--- src/rtl/mtc_pkg.sv ---
package mtc_pkg;
  localparam int BYTE_W = 8;
  localparam int ADDR_W = 3;

  localparam logic [ADDR_W-1:0] ADDR_MODE    = 3'd0;
  localparam logic [ADDR_W-1:0] ADDR_OPTION  = 3'd1;
  localparam logic [ADDR_W-1:0] ADDR_LOAD_LO = 3'd2;
  localparam logic [ADDR_W-1:0] ADDR_LOAD_HI = 3'd3;
  localparam logic [ADDR_W-1:0] ADDR_CAP_LO  = 3'd4;
  localparam logic [ADDR_W-1:0] ADDR_CAP_HI  = 3'd5;

  typedef enum logic [1:0] {
    EDGE_OFF  = 2'd0,
    EDGE_RISE = 2'd1,
    EDGE_FALL = 2'd2,
    EDGE_BOTH = 2'd3
  } edgeMode_e;

  typedef struct packed {
    logic loadStage;
    logic loadCommit;
    logic countTick;
    logic capture;
    logic snapLow;
  } dpStrobe_t;
endpackage

--- src/rtl/mtc_sync.sv ---
module mtc_sync #(
  parameter int NUM_IN = 4
) (
  input  logic              clk,
  input  logic              rstN,
  input  logic [NUM_IN-1:0] asyncIn,
  output logic [NUM_IN-1:0] syncOut
);
  for (genvar i = 0; i < NUM_IN; i++) begin : g_pin
    logic stage1;
    logic stage2;
    always_ff @(posedge clk or negedge rstN) begin
      if (!rstN) begin
        stage1 <= 1'b0;
        stage2 <= 1'b0;
      end else begin
        stage1 <= asyncIn[i];
        stage2 <= stage1;
      end
    end
    assign syncOut[i] = stage2;
  end
endmodule

--- src/rtl/mtc_ctrl.sv ---
module mtc_ctrl
  import mtc_pkg::*;
#(
  parameter int NUM_IN = 4,
  parameter int PRE_W  = 3,
  parameter int CNT_W  = 16
) (
  input  logic               clk,
  input  logic               rstN,
  input  logic               regWr,
  input  logic               regRd,
  input  logic [ADDR_W-1:0]  regAddr,
  input  logic [BYTE_W-1:0]  regWdata,
  output logic [BYTE_W-1:0]  regRdata,
  input  logic [NUM_IN-1:0]  syncIn,
  input  logic [CNT_W-1:0]   loadVal,
  input  logic [CNT_W-1:0]   latchVal,
  input  logic [BYTE_W-1:0]  lowShadow,
  output dpStrobe_t          strobe,
  output logic               outEnable
);
  localparam int SEL_W = $clog2(NUM_IN);
  localparam int DIV_W = (1 << PRE_W) - 1;

  logic [SEL_W-1:0]  inSel;
  logic              useDivider;
  logic [PRE_W-1:0]  preSel;
  edgeMode_e         edgeMode;
  logic [SEL_W-1:0]  enSel;
  logic              capEnable;
  logic [NUM_IN-1:0] prevIn;
  logic [DIV_W-1:0]  divCnt;
  logic [DIV_W-1:0]  preMask;
  logic              presTick;
  logic              pinRise;
  logic              pinFall;
  logic              pinTick;
  logic              modeWrite;

  assign modeWrite = regWr && (regAddr == ADDR_MODE);

  always_ff @(posedge clk or negedge rstN) begin
    if (!rstN) begin
      inSel      <= '0;
      useDivider <= 1'b0;
      preSel     <= '0;
      edgeMode   <= EDGE_OFF;
      enSel      <= '0;
      capEnable  <= 1'b0;
      outEnable  <= 1'b0;
      prevIn     <= '0;
      divCnt     <= '0;
    end else begin
      prevIn <= syncIn;
      divCnt <= divCnt + DIV_W'(1);
      if (modeWrite) begin
        inSel      <= regWdata[SEL_W-1:0];
        useDivider <= regWdata[2];
        preSel     <= regWdata[3 +: PRE_W];
        edgeMode   <= edgeMode_e'(regWdata[7:6]);
      end
      if (regWr && (regAddr == ADDR_OPTION)) begin
        enSel     <= regWdata[SEL_W-1:0];
        capEnable <= regWdata[2];
        outEnable <= regWdata[3];
      end
    end
  end

  // Prescaler: a tick whenever the low preSel bits of the free-running counter are all ones
  assign preMask  = (DIV_W'(1) << preSel) - DIV_W'(1);
  assign presTick = &(divCnt | ~preMask);

  assign pinRise = syncIn[inSel] & ~prevIn[inSel];
  assign pinFall = ~syncIn[inSel] & prevIn[inSel];

  always_comb begin
    unique case (edgeMode)
      EDGE_RISE: pinTick = pinRise;
      EDGE_FALL: pinTick = pinFall;
      EDGE_BOTH: pinTick = pinRise | pinFall;
      default:   pinTick = 1'b0;
    endcase
  end

  always_comb begin
    strobe            = '0;
    strobe.countTick  = useDivider ? presTick : pinTick;
    strobe.capture    = capEnable & syncIn[enSel] & ~prevIn[enSel];
    strobe.loadStage  = regWr && (regAddr == ADDR_LOAD_HI);
    strobe.loadCommit = regWr && (regAddr == ADDR_LOAD_LO);
    strobe.snapLow    = regRd && (regAddr == ADDR_CAP_HI);
  end

  always_comb begin
    regRdata = '0;
    case (regAddr)
      ADDR_MODE:    regRdata = {edgeMode, preSel, useDivider, inSel};
      ADDR_OPTION:  regRdata = {4'b0000, outEnable, capEnable, enSel};
      ADDR_LOAD_LO: regRdata = loadVal[BYTE_W-1:0];
      ADDR_LOAD_HI: regRdata = loadVal[CNT_W-1 -: BYTE_W];
      ADDR_CAP_LO:  regRdata = lowShadow;
      ADDR_CAP_HI:  regRdata = latchVal[CNT_W-1 -: BYTE_W];
      default:      regRdata = '0;
    endcase
  end

  // a divided tick (ratio above 1) is never followed by another tick on the next cycle
  p_prescale_gap_r7: assert property (@(posedge clk) disable iff (!rstN)
    (useDivider && preSel != '0 && strobe.countTick && !modeWrite) |=> !strobe.countTick);

  // divide-by-one ticks on every cycle
  p_prescale_unity_r7: assert property (@(posedge clk) disable iff (!rstN)
    (useDivider && preSel == '0) |-> strobe.countTick);

  // with edges disabled a pin never counts
  p_edge_off_r5: assert property (@(posedge clk) disable iff (!rstN)
    (!useDivider && edgeMode == EDGE_OFF) |-> !strobe.countTick);
endmodule

--- src/rtl/mtc_datapath.sv ---
module mtc_datapath
  import mtc_pkg::*;
#(
  parameter int CNT_W = 16
) (
  input  logic              clk,
  input  logic              rstN,
  input  dpStrobe_t         strobe,
  input  logic [BYTE_W-1:0] wrByte,
  input  logic              outEnable,
  output logic [CNT_W-1:0]  loadVal,
  output logic [CNT_W-1:0]  latchVal,
  output logic [BYTE_W-1:0] lowShadow,
  output logic              timerOut
);
  localparam int HI_W = CNT_W - BYTE_W;

  logic [HI_W-1:0]  hiStage;
  logic [CNT_W-1:0] count;
  logic             toggle;

  always_ff @(posedge clk or negedge rstN) begin
    if (!rstN) begin
      hiStage   <= '0;
      loadVal   <= '0;
      count     <= '0;
      toggle    <= 1'b0;
      latchVal  <= '0;
      lowShadow <= '0;
    end else begin
      if (strobe.loadStage) hiStage <= wrByte[HI_W-1:0];
      if (strobe.loadCommit) begin
        loadVal <= {hiStage, wrByte};
        count   <= {hiStage, wrByte};
      end else if (strobe.countTick) begin
        if (count == '0) begin
          count  <= loadVal;
          toggle <= ~toggle;
        end else begin
          count <= count - CNT_W'(1);
        end
      end
      if (strobe.capture) latchVal  <= count;
      if (strobe.snapLow) lowShadow <= latchVal[BYTE_W-1:0];
    end
  end

  assign timerOut = outEnable & toggle;

  p_count_step_r3: assert property (@(posedge clk) disable iff (!rstN)
    (strobe.countTick && !strobe.loadCommit && count != '0)
      |=> (count == $past(count) - CNT_W'(1)) && $stable(toggle));

  p_reload_r3: assert property (@(posedge clk) disable iff (!rstN)
    (strobe.countTick && !strobe.loadCommit && count == '0)
      |=> (count == $past(loadVal)) && (toggle != $past(toggle)));

  p_commit_wins_r11: assert property (@(posedge clk) disable iff (!rstN)
    strobe.loadCommit |=> (count == loadVal) && $stable(toggle));

  p_idle_hold_r2: assert property (@(posedge clk) disable iff (!rstN)
    (!strobe.countTick && !strobe.loadCommit) |=> $stable(count) && $stable(loadVal));

  p_capture_r8: assert property (@(posedge clk) disable iff (!rstN)
    strobe.capture |=> latchVal == $past(count));

  p_snapshot_r9: assert property (@(posedge clk) disable iff (!rstN)
    strobe.snapLow |=> lowShadow == $past(latchVal[BYTE_W-1:0]));
endmodule

--- src/rtl/mux_timer_counter.sv ---
module mux_timer_counter
  import mtc_pkg::*;
#(
  parameter int NUM_IN = 4,
  parameter int PRE_W  = 3,
  parameter int CNT_W  = 16
) (
  input  logic              clk,
  input  logic              rstN,
  input  logic              regWr,
  input  logic              regRd,
  input  logic [ADDR_W-1:0] regAddr,
  input  logic [BYTE_W-1:0] regWdata,
  output logic [BYTE_W-1:0] regRdata,
  input  logic [NUM_IN-1:0] extIn,
  output logic              timerOut
);
  logic [NUM_IN-1:0] syncIn;
  dpStrobe_t         strobe;
  logic              outEnable;
  logic [CNT_W-1:0]  loadVal;
  logic [CNT_W-1:0]  latchVal;
  logic [BYTE_W-1:0] lowShadow;

  mtc_sync #(.NUM_IN(NUM_IN)) sync_i (
    .clk(clk), .rstN(rstN), .asyncIn(extIn), .syncOut(syncIn)
  );

  mtc_ctrl #(.NUM_IN(NUM_IN), .PRE_W(PRE_W), .CNT_W(CNT_W)) ctrl_i (
    .clk(clk), .rstN(rstN), .regWr(regWr), .regRd(regRd), .regAddr(regAddr),
    .regWdata(regWdata), .regRdata(regRdata), .syncIn(syncIn), .loadVal(loadVal),
    .latchVal(latchVal), .lowShadow(lowShadow), .strobe(strobe), .outEnable(outEnable)
  );

  mtc_datapath #(.CNT_W(CNT_W)) dp_i (
    .clk(clk), .rstN(rstN), .strobe(strobe), .wrByte(regWdata), .outEnable(outEnable),
    .loadVal(loadVal), .latchVal(latchVal), .lowShadow(lowShadow), .timerOut(timerOut)
  );

  // an unrouted output stays low
  p_out_gate_r10: assert property (@(posedge clk) disable iff (!rstN)
    !outEnable |-> !timerOut);
endmodule

--- config.mk ---
export PLATFORM = sky130hd
export DESIGN_NAME = mux_timer_counter
export DESIGN_NICKNAME = d
export VERILOG_FILES = /design/src/rtl/mtc_pkg.sv /design/src/rtl/mtc_sync.sv /design/src/rtl/mtc_ctrl.sv /design/src/rtl/mtc_datapath.sv /design/src/rtl/mux_timer_counter.sv
export SDC_FILE = /design/constraint.sdc
export NUM_CORES = 1
export LEC_CHECK = 0
export ABC_CLOCK_PERIOD_IN_PS = 3100
export CAP_MARGIN = 10
export CORE_UTILIZATION = 45
export DETAILED_ROUTE_END_ITERATION = 8
export DONT_BUFFER_PORTS = 1
export GPL_TIMING_DRIVEN = 0
export PLACE_DENSITY = 0.6
export SYNTH_ARGS = -nofsm -noshare
export SYNTH_HDL_FRONTEND = slang
export SYNTH_HIERARCHICAL = 1
export SYNTH_SLANG_ARGS = --single-unit
--- constraint.sdc ---
create_clock -name clk -period 3.1 [get_ports clk]
set_input_delay 0.93 -clock clk [delete_from_list [all_inputs] [get_ports clk]]
set_output_delay 0.93 -clock clk [all_outputs]
set_load 0.05 [all_outputs]
# After elaboration in Yosys (flattened, before gate mapping)
# Index checks and enable logic that the tools add are counted.
word_totals:
  regBits: 96
  latch_bits: 0
  ramBits: 0
  romBits: 0
  in_bits: 19
  out_inout_bits: 9
  wordCells: 74
  mem_count: 0
classes:
  n_addsub: 3
  n_mul: 0
  div_mod_pow: 0
  n_lt_le_gt_ge: 2
  n_eq_ne: 8
  n_shift: 1
  mux: 14
  n_bitwise: 13
  n_reduce_logical: 10
op_table:
  columns: ["cell", "count"]
  rows:
  - ["$mux W16", 3]
  - ["$pmux W8 S6", 1]
  - ["$logic_not A16 Y1", 1]
  - ["$sub A16 B1 Y16 const B", 1]
  - ["$bmux W1 S2", 4]
  - ["$add A7 B1 Y7 const B", 1]
  - ["$not A7 Y7", 1]
  - ["$or A7 B7 Y7", 1]
  - ["$reduce_and A7 Y1", 1]
  - ["$shl A1 B3 Y7 const A", 1]
  - ["$sub A7 B2 Y7 const B", 1]
  - ["$eq A3 B2 Y1 const B", 2]
  - ["$eq A3 B3 Y1 const B", 2]
  - ["$lt A2 B3 Y1 const B", 2]
  - ["$and A1 B1 Y1", 5]
  - ["$logic_and A1 B1 Y1", 5]
  - ["$mux W1", 5]
  - ["$not A1 Y1", 5]
  - ["$eq A2 B2 Y1 const B", 2]
  - ["$eq A3 B1 Y1 const B", 1]
  - ["$logic_not A3 Y1", 1]
  - ["$pmux W1 S3", 1]
  - ["$reduce_and A3 Y1", 1]
  - ["$eq A2 B1 Y1 const B", 1]
  - ["2 further kinds", 2]

# Logic depth before layout (Yosys ltp)
logic_depth:
  ltp_word: 9
  ltp_mapped: 12
  ltp_nobuf: 11

# Cells and area by module
# Netlist, hierarchy kept.
by_module_without_submodules:
  columns: ["mod", "instances", "cells_each", "area_per_inst_um2", "seq_area_each_um2"]
  rows:
  - ["mtc_datapath", 1, 247, 3001.6, 1626.6]
  - ["mtc_ctrl", 1, 155, 1551.5, 575.6]
  - ["mtc_sync", 1, 12, 230.2, 200.2]

# Worst setup path after synthesis
# OpenSTA, ideal clock, no wires.
synth_path:
  kind: "input to output"
  from: "in regAddr[0]"
  to: "out regRdata[4]"
  arrival_time_ps: 2226
  t_required_ps: 2170
  path_slack_ps: -56
  stages: 4
  path_buffers: 1
  path_cell_list: "buf_2 -> and2_1 -> a22oi_1 -> o221ai_1"
synth_via:
  elab_chain_len: 2
  elab_cells_between_ends: 7
  classes_between: "eq/ne (5); mux (1); reduce/logical (1)"
synth_lines:
  columns: ["item", "line", "rtl"]
  rows:
  - ["start: declaration", "mux_timer_counter.sv:12", "input logic [ADDR_W-1:0] regAddr,"]
  - ["$eq A3 B3 Y1 (tied with other cells)", "mtc_ctrl.sv:97", "case (regAddr)"]
  - ["$pmux W8 S6 (*)", "mtc_ctrl.sv:97", null]
  - ["end: declaration", "mux_timer_counter.sv:14", "output logic [BYTE_W-1:0] regRdata,"]
# Mark *: on every way between the ends. The rest lies on a longest branch, timed or not.

# Worst setup path in the final report
layout_path:
  from: "in regAddr[2]"
  to: "out regRdata[6]"
# Same word-level chain as after synthesis.

==> impl_metrics.yaml <==
run_status:
  run_status: "completed"
sta:
  clock_period_minus_worst_slack_ns: 3.048
  slew-limit-headroom_pct: 44.72
  tns_setup_ns: 0
  final_min_period_over_clock_period_pct: 98.31
  grt_setup_unrepaired: "true"
  final-hold-violation-count: 0
  timing.final.setup_violations: 0
  maxClockFrequency_mhz: 328.1
  finalClockSkew_ns: 0.02159
  worst_hold_slack_ns: 0.2453
  worstMarginPinSlew_ns: 0.8293
  final_critical_path_setup_slack_ns: 0.05248
  timing.final.max_slew_violations: 0
placement:
  placed_instances: 550
  post_dp_cell_area_mm2: 0.004985
  io_buffers: 0
  post-place-ws_ns: -0.2939
  gp_routability_congestion: 0.8617
  dp_hpwl_um: 8092
global_routing:
  gr-total-overflow: 0
  grt_start_max_net_pins: 97
  groute.usage.overall_pct: 23.35
  grt_pass1_wl_um: 19040
  grt_antenna_before_repair: 0
  first_global_vias: 3380
synthesis:
  ys_warn_count: 6
  synth-edff-count: 0
  post_synth.cell_area_avg_um2: 11.55
  synth_simple_gate_area_share_pct: 10.96
  postSynthCellCount: 414
  synth-seq-area-share_pct: 50.22
  synth-adder-area-share_pct: 1.569
  async_reset_ff_share_pct: 100.0
  synth-seq-cells: 96
  synth_compound_area_share_pct: 12.79
  yosys_most_used_dff: "sky130_fd_sc_hd__dfrtp_1"
  muxShareOfSynthArea_pct: 17.63
  synth_fp_nets: 439
  yosys.area_share.xor_xnor_pct: 3.113
  dominant_combinational_cell_family_by_area_after_synthesis: "multiplexers"
  netlist-cell-type-count: 57
  synth_area_mm2: 0.004783
setup_path:
  timing.critical_path.fanout_max: 8
  crit_path_end_kind: "primary output"
  r2r-end: "dp_i/toggle"
  r2r-start: "ctrl_i/preSel[2]"
  crit_path_required_time_ns: 2.17
  critical_path.startpoint_type: "input pin"
  timing.setup.critical_path_class: "in2out"
  rr_worst_depth: 11
  r2r_setup_slack_ns: 0.23
  arrival_ns: 2.12
power_and_ir_drop:
  switching_share_of_total_power_pct: 36.07
  p_int_mw: 2.781
  power.combinational.fraction_pct: 33.3
  switchingPower_mw: 1.569
  total_power_mw: 4.351
  p_seq_share_pct: 45.5
  cellLeakagePower_nw: 2.220
  cellPowerDensity_mw_per_mm2: 813.5
  peakVddDrop_uv: 405.9
  power_frac_clock_pct: 21.1
routing:
  route.detailed.drc: 0
  post_drt_wl_per_cell_um: 20.33
  ant_nets: 0
  drt-initial-drc-count: 154
  route.vias.total: 3343
  viasPerCell: 5.875
  finalWirelength_um: 11570
  drt_first_pass_iters: 4
die:
  die_x_um: 105.1
  dieHeight_um: 105.1
  boundaryPins: 28
  fp.dieArea_mm2: 0.01105
  start_util_pct: 46.33
  fp.coreArea_mm2: 0.01032
  std_cell_rows: 37
min_path:
  timing.hold.worst.class: "in2async"
layout:
  antenna-diode-count: 0
  area_grow_syn2layout_pct: 11.80
  design_area_mm2: 0.005348
  layoutNonFillerInstCount: 569
  nets: 453
  share_of_the_core_filled_with_cells_in_the_final_layout_pct: 51.80
  drive_gt1_share_pct: 24.94
  fill_cells: 898
cts:
  cts_tree: "done"
  cts_htree_levels: 3
  clock_tree.buffer_depth: 2
  cts_root_buffer: "sky130_fd_sc_hd__clkbuf_8"
  cts_hold_buffers: 0
  clkTransAtPathRegs_ns: 0.09
  clock_insertion_delay_worst_skew_ns: 0.38
  cts.sink_count: 96
  cts_buffers: 9
job:
  cap_viol_max_count: 0
## how the worst max path moves through the flow
stage / from / to / slack (ns) / cells after the start
floorplan: regAddr[1] / regRdata[2] / 0.004 / 3
global placement: regAddr[0] / regRdata[5] / -0.28 / 3
detailed placement: ctrl_i/preSel[2] / dp_i/toggle / -0.29 / 11
CTS: regAddr[0] / regRdata[7] / 0.01 / 4
global route: regAddr[2] / regRdata[6] / -0.02 / 4
finish: regAddr[2] / regRdata[6] / 0.05 / 4
## layout make-up
type / instances / area, um^2 / share of cell area [%]
Timing Repair Buffer: 3 / 22.52 / 0.4212
Multi-Input combinational cell: 282 / 2336 / 43.68
Inverter: 9 / 33.78 / 0.6317
Clock inverter: 6 / 92.59 / 1.731
Buffer: 27 / 152.6 / 2.854
Clock buffer: 10 / 137.6 / 2.574
Tap cell: 136 / 170.2 / 3.182
Sequential cell: 96 / 2402 / 44.92
## cells in the mapped netlist (10+ instances only)
library cell / count / area, um^2
sky130_fd_sc_hd__dfrtp_1: 96 / 2402
sky130_fd_sc_hd__mux2_2: 48 / 540.5
sky130_fd_sc_hd__nor2_1: 26 / 97.59
sky130_fd_sc_hd__nand2_1: 23 / 86.33
sky130_fd_sc_hd__o21ai_0: 19 / 95.09
sky130_fd_sc_hd__a22oi_1: 15 / 112.6
sky130_fd_sc_hd__mux2_1: 14 / 157.7
sky130_fd_sc_hd__a21oi_1: 12 / 60.06
sky130_fd_sc_hd__clkbuf_1: 12 / 45.04
sky130_fd_sc_hd__xnor2_1: 11 / 96.34
sky130_fd_sc_hd__mux2i_1: 10 / 100.1
sky130_fd_sc_hd__o21ai_1: 10 / 50.05
## flip-flops by register name, summed over array words and instances (netlist names)
name,flops
dp_i/latchVal,16
sync_i/g_pin.stage1,4
ctrl_i/edgeMode,2
dp_i/count,16
ctrl_i/inSel,2
dp_i/toggle,1
ctrl_i/divCnt,7
dp_i/loadVal,16
dp_i/hiStage,8
dp_i/lowShadow,8
ctrl_i/preSel,3
ctrl_i/enSel,2
ctrl_i/outEnable,1
ctrl_i/capEnable,1
sync_i/g_pin.stage2,4
ctrl_i/useDivider,1
ctrl_i/prevIn,4
## layer usage
metal | up-vias | routed length, um | track usage, %
li1 | 1525 | - | -
met1 | 1694 | 5243 | 32.68
met2 | 105 | 5340 | 35.19
met3 | 19 | 656 | 5.365
met4 | 0 | 327 | 9.155
met5 | - | 0 | 0
## cells by family after synthesis
group / Yosys count
muxes: 74
and+or+nand+nor: 93
buffers and inverters: 36
adders and majority gates: 6
xor gates and xnor gates: 17
AOI/OAI and AO/OA: 92
DFF: 96
## worst max-delay path, cell delays in order
cell	delay [ns]
sky130_fd_sc_hd__nand2b_1	0.07
sky130_fd_sc_hd__buf_1	0.62
sky130_fd_sc_hd__o22ai_1	0.15
sky130_fd_sc_hd__o21a_2	0.34
## power by group through the flow
stage	registers, mW	logic, mW	clock network, mW
detailed placement	2.00	1.35	0
floorplan	1.87	1.13	0
CTS	1.98	1.40	0.950
global route	2.04	1.59	1.00
global placement	1.99	1.33	0
finish	1.98	1.45	0.920
## cells in the final DEF (no fill, tap or decap), types with 3 or more instances in the layout
cell type                  Yosys  layout
sky130_fd_sc_hd__inv_1         9       9
sky130_fd_sc_hd__o21ai_1      10      10
sky130_fd_sc_hd__and2_1        6       6
sky130_fd_sc_hd__nor2_1       26      25
sky130_fd_sc_hd__nor2b_1       6       5
sky130_fd_sc_hd__a21oi_1      12      12
sky130_fd_sc_hd__o21ai_0      19      19
sky130_fd_sc_hd__nand3_1       3       3
sky130_fd_sc_hd__and3_1        3       3
sky130_fd_sc_hd__o221ai_4      0       5
sky130_fd_sc_hd__mux2i_1      10      10
sky130_fd_sc_hd__xnor2_1      11      11
sky130_fd_sc_hd__mux2_2       48      48
sky130_fd_sc_hd__buf_6         3       3
sky130_fd_sc_hd__xor2_1        6       6
sky130_fd_sc_hd__o221ai_1      8       3
sky130_fd_sc_hd__a22oi_1      15      15
sky130_fd_sc_hd__clkbuf_8      0      10
sky130_fd_sc_hd__buf_4         4       8
sky130_fd_sc_hd__nand2b_1      5       4
sky130_fd_sc_hd__a22o_1        3       3
sky130_fd_sc_hd__ha_1          6       5
sky130_fd_sc_hd__clkbuf_1     12       8
sky130_fd_sc_hd__nand2_1      23      23
sky130_fd_sc_hd__mux2_1       14      14
sky130_fd_sc_hd__buf_2         4       4
sky130_fd_sc_hd__buf_1         4       5
sky130_fd_sc_hd__dfrtp_1      96      96
sky130_fd_sc_hd__a31oi_1       6       6
## what timing repair did
action,in CTS,in global routing
pin swaps,1,2
setup endpoints to repair,19,21
endpoints found under the hold margin,0,0
buffers inserted,2,1
gates resized for setup,11,12
No activity file was read; power rests on OpenSTA's default activity.
